==> config.mk <==
export PLATFORM = sky130hd
export DESIGN_NAME = chain_rdout_host
export DESIGN_NICKNAME = d
export VERILOG_FILES = /design/src/rtl/chain_host_pkg.sv /design/src/rtl/chain_sck_gen.sv /design/src/rtl/chain_seq.sv /design/src/rtl/chain_rx_buffer.sv /design/src/rtl/chain_rdout_host.sv
export SDC_FILE = /design/constraint.sdc
export NUM_CORES = 1
export LEC_CHECK = 0
export BUFFER_PORTS_ARGS = -buffer_cell sky130_fd_sc_hd__buf_2
export CAP_MARGIN = 20
export CORE_MARGIN = 1
export CORE_UTILIZATION = 50
export CTS_CLUSTER_DIAMETER = 200
export DETAILED_ROUTE_END_ITERATION = 16
export PLACE_DENSITY = 0.68
export SETUP_SLACK_MARGIN = 0.5
export SLEW_MARGIN = 30
export SYNTH_ARGS = -nofsm -noshare
export SYNTH_HDL_FRONTEND = slang
export SYNTH_HIERARCHICAL = 1
export SYNTH_SLANG_ARGS = --single-unit
==> constraint.sdc <==
create_clock -name clk -period 3.7 [get_ports clk]
set_clock_uncertainty 0.15 [all_clocks]
set_input_delay 0.37 -clock clk [delete_from_list [all_inputs] [get_ports clk]]
set_output_delay 0.37 -clock clk [all_outputs]
set_load 0.01 [all_outputs]
==> src/rtl/chain_host_pkg.sv <==
package chain_host_pkg;

   typedef enum logic [1:0] {
      ST_IDLE  = 2'd0,
      ST_CONV  = 2'd1,
      ST_SHIFT = 2'd2,
      ST_EMIT  = 2'd3
   } seq_state_t;

   localparam int MAX_DEVICES = 8;

endpackage

==> src/rtl/chain_sck_gen.sv <==
module chain_sck_gen #(
   parameter int DIV_W = 8
) (
   input  logic             clk,
   input  logic             rst_n,
   input  logic             run_i,
   input  logic [DIV_W-1:0] half_i,
   output logic             sck_o,
   output logic             fall_o
);

   logic [DIV_W-1:0] hcnt;
   logic             sck_q;
   logic             at_end;

   assign at_end = (hcnt == half_i - DIV_W'(1));
   assign sck_o  = sck_q;
   assign fall_o = run_i && at_end && sck_q;

   always_ff @(posedge clk) begin
      if (!rst_n) begin
         hcnt  <= '0;
         sck_q <= 1'b0;
      end else if (!run_i) begin
         hcnt  <= '0;
         sck_q <= 1'b0;
      end else if (at_end) begin
         hcnt  <= '0;
         sck_q <= ~sck_q;
      end else begin
         hcnt  <= hcnt + DIV_W'(1);
      end
   end

   // half period counter never passes its terminal value
   assert_hcnt_bound_R3: assert property (@(posedge clk) disable iff (!rst_n)
      run_i |-> (hcnt < half_i));

endmodule

==> src/rtl/chain_seq.sv <==
module chain_seq
   import chain_host_pkg::*;
#(
   parameter int NUM_DEV = 4,
   parameter int WORD_W  = 16,
   parameter int DIV_W   = 8,
   parameter int WAIT_W  = 12
) (
   input  logic              clk,
   input  logic              rst_n,
   input  logic              start_i,
   input  logic [DIV_W-1:0]  half_i,
   input  logic [WAIT_W-1:0] wait_i,
   input  logic              fall_i,
   input  logic              pop_i,
   output logic              cnv_o,
   output logic              run_o,
   output logic [DIV_W-1:0]  half_q_o,
   output logic              shift_o,
   output logic              emit_o,
   output logic              last_o
);

   localparam int TOT = NUM_DEV * WORD_W;
   localparam int BCW = $clog2(TOT + 1);
   localparam int IW  = (NUM_DEV > 1) ? $clog2(NUM_DEV) : 1;

   seq_state_t        state;
   logic [WAIT_W-1:0] wcnt;
   logic [DIV_W-1:0]  half_q;
   logic [BCW-1:0]    bcnt;
   logic [IW-1:0]     widx;
   logic              cnv_q;

   always_ff @(posedge clk) begin
      if (!rst_n) begin
         state  <= ST_IDLE;
         wcnt   <= '0;
         half_q <= DIV_W'(1);
         bcnt   <= '0;
         widx   <= '0;
         cnv_q  <= 1'b0;
      end else begin
         unique case (state)
            ST_IDLE: begin
               if (start_i) begin
                  state  <= ST_CONV;
                  cnv_q  <= 1'b1;
                  wcnt   <= wait_i;
                  half_q <= (half_i == '0) ? DIV_W'(1) : half_i;
                  bcnt   <= '0;
                  widx   <= '0;
               end
            end
            ST_CONV: begin
               if (wcnt <= WAIT_W'(1)) state <= ST_SHIFT;
               else                    wcnt  <= wcnt - WAIT_W'(1);
            end
            ST_SHIFT: begin
               if (fall_i) begin
                  bcnt <= bcnt + BCW'(1);
                  if (bcnt == BCW'(TOT - 1)) begin
                     state <= ST_EMIT;
                     cnv_q <= 1'b0;
                  end
               end
            end
            ST_EMIT: begin
               if (pop_i) begin
                  if (widx == IW'(NUM_DEV - 1)) state <= ST_IDLE;
                  else                         widx  <= widx + IW'(1);
               end
            end
            default: state <= ST_IDLE;
         endcase
      end
   end

   assign cnv_o    = cnv_q;
   assign run_o    = (state == ST_SHIFT);
   assign half_q_o = half_q;
   assign shift_o  = fall_i && (state == ST_SHIFT);
   assign emit_o   = (state == ST_EMIT);
   assign last_o   = (state == ST_EMIT) && (widx == IW'(NUM_DEV - 1));

   // bit counter cannot exceed the transfer length
   assert_bit_bound_R3: assert property (@(posedge clk) disable iff (!rst_n)
      bcnt <= BCW'(TOT));

   // busy states never re-enter conversion
   assert_no_restart_R8: assert property (@(posedge clk) disable iff (!rst_n)
      (state == ST_SHIFT || state == ST_EMIT) |=> (state != ST_CONV));

   // latched divider stays fixed while shifting
   assert_cfg_hold_R9: assert property (@(posedge clk) disable iff (!rst_n)
      (state == ST_SHIFT) |=> $stable(half_q));

endmodule

==> src/rtl/chain_rx_buffer.sv <==
module chain_rx_buffer #(
   parameter int NUM_DEV = 4,
   parameter int WORD_W  = 16
) (
   input  logic              clk,
   input  logic              rst_n,
   input  logic              shift_i,
   input  logic              bit_i,
   input  logic              pop_i,
   output logic [WORD_W-1:0] word_o
);

   localparam int TOT = NUM_DEV * WORD_W;

   logic [TOT-1:0] sreg;

   generate
      if (NUM_DEV == 1) begin : g_single
         always_ff @(posedge clk) begin
            if (!rst_n)       sreg <= '0;
            else if (shift_i) sreg <= {sreg[TOT-2:0], bit_i};
         end
      end else begin : g_multi
         always_ff @(posedge clk) begin
            if (!rst_n)       sreg <= '0;
            else if (shift_i) sreg <= {sreg[TOT-2:0], bit_i};
            else if (pop_i)   sreg <= {sreg[TOT-WORD_W-1:0], {WORD_W{1'b0}}};
         end
      end
   endgenerate

   assign word_o = sreg[TOT-1 -: WORD_W];

   // shifting and popping belong to disjoint phases
   assert_phase_excl_R6: assert property (@(posedge clk) disable iff (!rst_n)
      !(shift_i && pop_i));

endmodule

==> src/rtl/chain_rdout_host.sv <==
module chain_rdout_host #(
   parameter int NUM_DEV = 4,
   parameter int WORD_W  = 16,
   parameter int DIV_W   = 8,
   parameter int WAIT_W  = 12
) (
   input  logic              clk,
   input  logic              rst_n,
   input  logic              start_i,
   input  logic [DIV_W-1:0]  half_div_i,
   input  logic [WAIT_W-1:0] conv_wait_i,
   output logic              cnv_o,
   output logic              sck_o,
   input  logic              sdo_i,
   output logic              word_valid_o,
   output logic [WORD_W-1:0] word_data_o,
   output logic              word_last_o,
   input  logic              word_ready_i
);

   generate
      if (NUM_DEV < 1 || NUM_DEV > chain_host_pkg::MAX_DEVICES) begin : g_bad_dev
         $error("chain_rdout_host: NUM_DEV out of range");
      end
      if (WORD_W < 2) begin : g_bad_word
         $error("chain_rdout_host: WORD_W too small");
      end
      if (DIV_W < 1 || WAIT_W < 1) begin : g_bad_cnt
         $error("chain_rdout_host: counter width too small");
      end
   endgenerate

   logic             run;
   logic             fall;
   logic             shift;
   logic             pop;
   logic [DIV_W-1:0] half_q;

   assign pop = word_valid_o && word_ready_i;

   chain_seq #(
      .NUM_DEV (NUM_DEV),
      .WORD_W  (WORD_W),
      .DIV_W   (DIV_W),
      .WAIT_W  (WAIT_W)
   ) u_seq (
      .clk      (clk),
      .rst_n    (rst_n),
      .start_i  (start_i),
      .half_i   (half_div_i),
      .wait_i   (conv_wait_i),
      .fall_i   (fall),
      .pop_i    (pop),
      .cnv_o    (cnv_o),
      .run_o    (run),
      .half_q_o (half_q),
      .shift_o  (shift),
      .emit_o   (word_valid_o),
      .last_o   (word_last_o)
   );

   chain_sck_gen #(
      .DIV_W (DIV_W)
   ) u_sck (
      .clk    (clk),
      .rst_n  (rst_n),
      .run_i  (run),
      .half_i (half_q),
      .sck_o  (sck_o),
      .fall_o (fall)
   );

   chain_rx_buffer #(
      .NUM_DEV (NUM_DEV),
      .WORD_W  (WORD_W)
   ) u_buf (
      .clk     (clk),
      .rst_n   (rst_n),
      .shift_i (shift),
      .bit_i   (sdo_i),
      .pop_i   (pop),
      .word_o  (word_data_o)
   );

   // chained mode needs the serial clock low as the strobe rises
   assert_cnv_rise_sck_low_R2: assert property (@(posedge clk) disable iff (!rst_n)
      $rose(cnv_o) |-> !sck_o);

   // serial clock only toggles inside the strobe window
   assert_sck_in_cnv_R5: assert property (@(posedge clk) disable iff (!rst_n)
      sck_o |-> cnv_o);

   // strobe drops exactly as the first word is offered
   assert_cnv_fall_emit_R5: assert property (@(posedge clk) disable iff (!rst_n)
      $fell(cnv_o) |-> word_valid_o);

   // stalled word holds
   assert_word_hold_R6: assert property (@(posedge clk) disable iff (!rst_n)
      (word_valid_o && !word_ready_i) |=>
         (word_valid_o && $stable(word_data_o) && $stable(word_last_o)));

   // stream ends after the final word
   assert_last_ends_R7: assert property (@(posedge clk) disable iff (!rst_n)
      (word_valid_o && word_ready_i && word_last_o) |=> !word_valid_o);

endmodule

Yosys cells after proc, flatten, opt, wreduce, memory -nomap -nowiden:

Cells that the tools add are included.

* add/sub/neg operators: 5
* order comparisons: 1
* eq/ne operators: 14
* muxes and demuxes: 24
* bitwise operators: 3
* reduce and logical (&&, ||, !) cells: 19

Operator list (number)
* $mux W64: 2
* $mux W12: 2
* $pmux W12 S2: 1
* $mux W2: 9
* $mux W7: 2
* $pmux W7 S2: 1
* $le A12 B1 Y1 const B: 1
* $sub A12 B1 Y12 const B: 1
* $ne A2 B2 Y1 const B: 5
* $add A8 B1 Y8 const B: 1
* $eq A8 B8 Y1: 1
* $logic_not A8 Y1: 1
* $mux W8: 1
* $pmux W2 S4: 1
* $reduce_and A4 Y1: 2
* $reduce_bool A2 Y1: 4
* $sub A8 B1 Y8 const B: 1
* $add A7 B1 Y7 const B: 1
* $eq A7 B6 Y1 const B: 1
* $eq A2 B2 Y1 const B: 3
* $ne A2 B1 Y1 const B: 3
* $reduce_and A3 Y1: 2
* $reduce_and A6 Y1: 1
* $logic_and A1 B1 Y1: 5
* 9 further kinds: 14

* bits in registers: 105
* input bits: 25
* output and inout port bits: 20
* logic and storage cells: 75

Logic depth before layout (Yosys ltp):

* depth in word-level cells: 6
* mapped depth: 13
* mapped depth without buffers: 12

By module:

The synthesis kept the hierarchy.

By module, submodules not included
* chain_rx_buffer: times used 1, cells each 300, area each 3432.0 µm², sequential area each 1281.2 µm²
* chain_seq: times used 1, cells each 229, area each 1813.0 µm², sequential area each 640.6 µm²
* chain_sck_gen: times used 1, cells each 75, area each 644.4 µm², sequential area each 180.2 µm²
* chain_rdout_host: times used 1, cells each 1, area each 6.3 µm², sequential area each 0.0 µm²

Worst setup path before layout:

OpenSTA, ideal clock, no wires.

* kind: register -> register
* start point: reg u_seq.half_q[0], in the netlist u_seq/half_q_o[0]
* end point: reg u_buf.sreg[52]
* setup time: 116 ps
* data arrival time: 2763 ps
* data required time: 3434 ps
* path slack: 671 ps
* cell stages (with the launch flop): 13
* cell sequence: dfxtp_1 inv_1 ha_1 or3b_2 o31ai_1 nand4_1 nor3_1 and3_1 and2_1 buf_6 clkbuf_1 or2b_1 o211a_1

* longest elaborated chain between the ends: 6
* elaborated cells between the ends (all ways): 7
* classes of those cells: add/sub (1); eq/ne (1); mux (1); reduce/logical (4)

RTL lines
* start: declaration: RTL line chain_seq.sv:30 `logic [DIV_W-1:0] half_q;`
* start signal: assignment: RTL line chain_seq.sv:50 `half_q <= (half_i == '0) ? DIV_W'(1) : half_i;`
* $sub A8 B1 Y8 (*): RTL line chain_sck_gen.sv:16 `assign at_end = (hcnt == half_i - DIV_W'(1));`
* $eq A8 B8 Y1 (*): RTL line chain_sck_gen.sv:16
* $logic_and A1 B1 Y1 (*) (2 in series): RTL line chain_sck_gen.sv:18 `assign fall_o = run_i && at_end && sck_q;`
* named net fall: RTL line chain_rdout_host.sv:34 `logic fall;`
* $logic_and A1 B1 Y1 (*): RTL line chain_seq.sv:82 `assign shift_o = fall_i && (state == ST_SHIFT);`
* named net shift: RTL line chain_rdout_host.sv:35 `logic shift;`
* $mux W64 or $reduce_bool A2 Y1 (tied branches)
* end signal: assignment: RTL line chain_rx_buffer.sv:26 `else if (shift_i) sreg <= {sreg[TOT-2:0], bit_i};`
* end signal: assignment: RTL line chain_rx_buffer.sv:27 `else if (pop_i) sreg <= {sreg[TOT-WORD_W-1:0], {WORD_W{1'b0}}};`
* end: declaration: RTL line chain_rx_buffer.sv:15 `logic [TOT-1:0] sreg;`

Mark *: on every way through the listed nets, which the timed path passes. The rest lies on a longest branch.
A chain may end at the register's enable or synchronous reset.

Worst setup path in the final report:

* start point: reg u_seq.half_q[0], in the netlist u_seq/half_q_o[0]
* end point: reg u_seq.cnv_q, in the netlist u_seq/cnv_o

* longest elaborated chain between the ends: 6

RTL lines
* $sub A8 B1 Y8: RTL line chain_sck_gen.sv:16
* $eq A8 B8 Y1: RTL line chain_sck_gen.sv:16
* $logic_and A1 B1 Y1 (2 in series): RTL line chain_sck_gen.sv:18
* named net fall: RTL line chain_rdout_host.sv:34
* $ne A2 B2 Y1 (no source line)
* $reduce_and A4 Y1 (no source line)
* end signal: assignment: RTL line chain_seq.sv:42 `cnv_q <= 1'b0;`
* end signal: assignment: RTL line chain_seq.sv:48 `cnv_q <= 1'b1;`
* end signal: assignment: RTL line chain_seq.sv:64 `cnv_q <= 1'b0;`
* end: declaration: RTL line chain_seq.sv:33 `logic cnv_q;`

The timed path passes the listed nets, and every way through them passes these cells.

==> run_results.csv <==
group,metric,value,unit
final_layout,final_net_count,648,
worst_setup_path,critical_path_peak_fanout,5,
synth,post_synth_fa_ha_maj_area_fraction,2.12,%
clock_tree,clk_pin_slew_worst_paths,70,ps
synth,synth-xor-area-share,2.67,%
synth,post_synth_most_frequent_cells,"dfxtp_1 (105), nand2_1 (55), nand2b_1 (50)",
clock_tree,cts_hold_repair.buffers,0,
final_layout,fraction_of_final_layout_cells_sized_beyond_drive_strength_1,21.5,%
drt,via_per_inst,5.66,
drt,drtIter0Drc,204,
pwr,power_density,522,mW/mm^2
synth,mapped_avg_cell_area,9.74,um^2
synth,synth_compound_area_share,18.6,%
synth,synthesis.yosys.warnings,6,
synth,dominant_synthesized_flop_cell,"dfxtp_1",
drt,drt-total-wl,11400,um
place,place.port_buffers,44,
grt,maximum_number_of_pins_on_one_net_before_global_route_repair,65,
worst_hold_path,whs_endpoint,"u_seq/half_q_o[5]",
worst_hold_path,timing.hold.worst.start,"half_div_i[5]",
flow_run,max_cap_violations,0,
worst_setup_path,r2r_setup_slack,630,ps
synth,seq_area_frac_synth,35.7,%
synth,synth_top_family_by_area,"simple AND/OR/NAND/NOR gates",
worst_setup_path,r2r-end,"u_seq/cnv_o",
floorplanning,start_util,51.4,%
worst_setup_path,required,3790,ps
final_layout,n_fill_cell,1064,
place,post-dp-hpwl,7190,um
sta,period_needed,3070,ps
sta,setup_viol,0,
synth,synth_most_common_cell,"dfxtp_1",
grt,number_of_antenna_violations_at_the_first_check_in_global_routing,0,
final_layout,area_used_by_multi_input_combinational_logic,0.00338,mm^2
sta,worst_slew_pin_slew,739,ps
sta,slew_headroom,50.7,%
final_layout,num_antenna_cells,0,
drt,post-route-drc-count,0,
grt,grt_util_all_layers,19.2,%
pwr,static-leakage-power,0.00297,uW
grt,first_global_vias,4138,
floorplanning,core.rowCount,39,
floorplanning,die_area,0.0122,mm^2
clock_tree,insertion_delay_of_the_later_clocked_pin_in_the_worst_skew_pair,350,ps
worst_setup_path,worstRegToRegCells,10,
worst_setup_path,worstSetupStartpointType,"register",
clock_tree,cts_tree,"built",
worst_hold_path,min_path_type,"in -> reg",
synth,yosys-mux-area-fraction,12.6,%
clock_tree,htree_levels,3,
floorplanning,io-pin-count,45,
pwr,peak_vdd_ir,583,uV
synth,synth-simple-area-share,20.3,%
drt,num_vias,4306,
clock_tree,cts_root_buf,"clkbuf_16",
sta,max_freq,0.326,GHz
place,gp_routability_congestion,0.813,
drt,first_pass_iters,5,
grt,global_route.overflow_total,0,
outcome,outcome,"finished, final reports clean",
synth,synth_fp_nets,640,
synth,postSynth.asyncResetShare,0,%
worst_setup_path,cp_data_arrival_time,3160,ps
synth,ys_ff_latch,105,
synth,synthCells,605,
grt,grt_pass1_wl,19500,um
sta,period_utilisation_layout,82.9,%
sta,final_hold_viol_count,0,
synth,post-synth-top-area-cell,"dfxtp_1",
floorplanning,core,0.0115,mm^2
floorplanning,height_of_the_die,111,um
synth,synth_area_leaders,"dfxtp_1 (36%), mux2_4 (11%), o211a_1 (8.1%), nand2b_1 (5.3%), nand2_1 (3.5%)",
clock_tree,clock_sinks,105,
sta,timing.final.max_slew_violations,0,
worst_setup_path,worstSetupEndpointType,"register",
clock_tree,clock_path_buffers,2,
worst_setup_path,r2r-start,"u_seq/half_q_o[0]",
worst_hold_path,timing.hold.worst_path_depth,3,
final_layout,areaGrowthSynthToFinish,7.68,%
synth,number_of_synthesized_flops_with_an_enable_pin,0,
synth,post-synth-top-area-fraction,35.7,%
pwr,fin_total_pwr,3310,uW
sta,rsz_0062_raised_after_global_routing,"yes",
synth,synthDistinctLibCells,63,
sta,setup_tns,0,ps
clock_tree,numCtsBuffers,9,
synth,synthesis.area,0.00590,mm^2
worst_setup_path,class_of_the_most_critical_setup_path,"reg -> reg",
final_layout,register_cell_area_after_layout,0.00210,mm^2
drt,drt-wirelength-per-cell,15.0,um
floorplanning,die_w,111,um
drt,post_detailed_route_count_of_antenna_violating_nets,0,
[per-layer routing]
| metal | wire length (um) | GRT usage, % | vias to the layer above |
|---|---|---|---|
| met2 | 5500 | 32.0 | 78 |
| met3 | 415 | 5.54 | 6 |
| li1 | - | - | 2151 |
| met5 | 0 | 0 | - |
| met1 | 5430 | 24.2 | 2071 |
| met4 | 75 | 4.98 | 0 |
[metrics by stage]
stage	setup slack, ps	utilization (%)	cell area (um^2)	std cells	hold WS (ps)
after floorplan	671	-	5900	605	285
after global placement	543	51.8	5940	742	302
after detailed placement	448	51.8	5940	742	309
after CTS	535	54.8	6290	759	97.3
after global routing	455	55.4	6350	761	112
final	633	55.4	6350	761	115
[critical path, stage by stage (launching register included)]
cell,delay [ps]
dfxtp_1,350
or4_4,600
nor4_2,400
nor4_4,100
nor3_2,220
and3_1,230
nor2b_1,70
or3_1,370
o31ai_2,190
o21ai_0,100
and2_1,170
[report_power, final]
| part | internal, uW | leakage, uW | switching (uW) |
|---|---|---|---|
| Clock | 541 | 0.000142 | 417 |
| Combinational | 412 | 0.00198 | 620 |
| Sequential | 1220 | 0.000849 | 108 |
| Total | 2170 | 0.00297 | 1140 |
[state kept, by name (all words and copies together), names as in the netlist]
name,cells
u_buf/sreg,64
u_sck/sck_o,1
u_seq/widx,2
u_seq/wcnt,12
u_seq/state,2
u_seq/cnv_o,1
u_sck/hcnt,8
u_seq/half_q_o,8
u_seq/bcnt,7
[kinds of logic (layout without fill, tap and decap cells)]
logic type | count (synthesis) | after routing
compound gates | 136 | 136
buf+inv | 69 | 82
fa+ha+maj | 10 | 10
xor+xnor | 18 | 18
flops | 105 | 105
mux | 52 | 52
simple gates | 215 | 215
[worst max-delay path by stage]
| stage | end | from | cells past startpoint |
|---|---|---|---|
| 2_1_floorplan | u_buf/sreg[52] | u_seq/half_q_o[0] | 12 |
| 3_3_place_gp | u_buf/sreg[34] | u_seq/half_q_o[0] | 12 |
| 3_5_place_dp | u_buf/sreg[32] | u_seq/half_q_o[0] | 12 |
| 4_1_cts | u_seq/cnv_o | u_seq/half_q_o[0] | 12 |
| 5_1_grt | u_seq/cnv_o | u_seq/half_q_o[0] | 10 |
| 6_report | u_seq/cnv_o | u_seq/half_q_o[0] | 10 |
[cells in the final DEF (no fill, tap or decap), types with 6 or more instances in the layout]
| cell type | netlist | final |
|---|---|---|
| a21boi_1 | 16 | 16 |
| a21oi_1 | 28 | 28 |
| and3_1 | 6 | 6 |
| buf_2 | 8 | 44 |
| clkbuf_16 | 0 | 9 |
| dfxtp_1 | 105 | 105 |
| ha_1 | 10 | 10 |
| inv_1 | 14 | 14 |
| mux2_4 | 44 | 44 |
| nand2_1 | 55 | 55 |
| nand2b_1 | 50 | 50 |
| nor2_1 | 32 | 32 |
| nor3_1 | 10 | 9 |
| o211a_1 | 48 | 48 |
| o211ai_1 | 6 | 6 |
| o21ai_0 | 10 | 10 |
| or3b_1 | 16 | 16 |
| xnor2_1 | 8 | 8 |
| xor2_1 | 10 | 10 |
[final cells by class]
cell class | instances | share of cell area (%)
inverter | 14 | 0.828
multi-input combinational | 431 | 53.2
tap | 143 | 2.82
timing repair buffer | 52 | 5.32
clock inverter | 5 | 0.867
clock buffer | 11 | 3.82
sequential | 105 | 33.1
[what timing repair did]
action | CTS | global route
gates resized for setup | 2 | 7
cloned | 1 | 0
endpoints found under the setup margin | 19 | 53
endpoints found under the hold margin | 0 | 0
buffers inserted | 0 | 2
pin swaps | 0 | 3
Note: power is estimated with default switching activity, not from simulation.
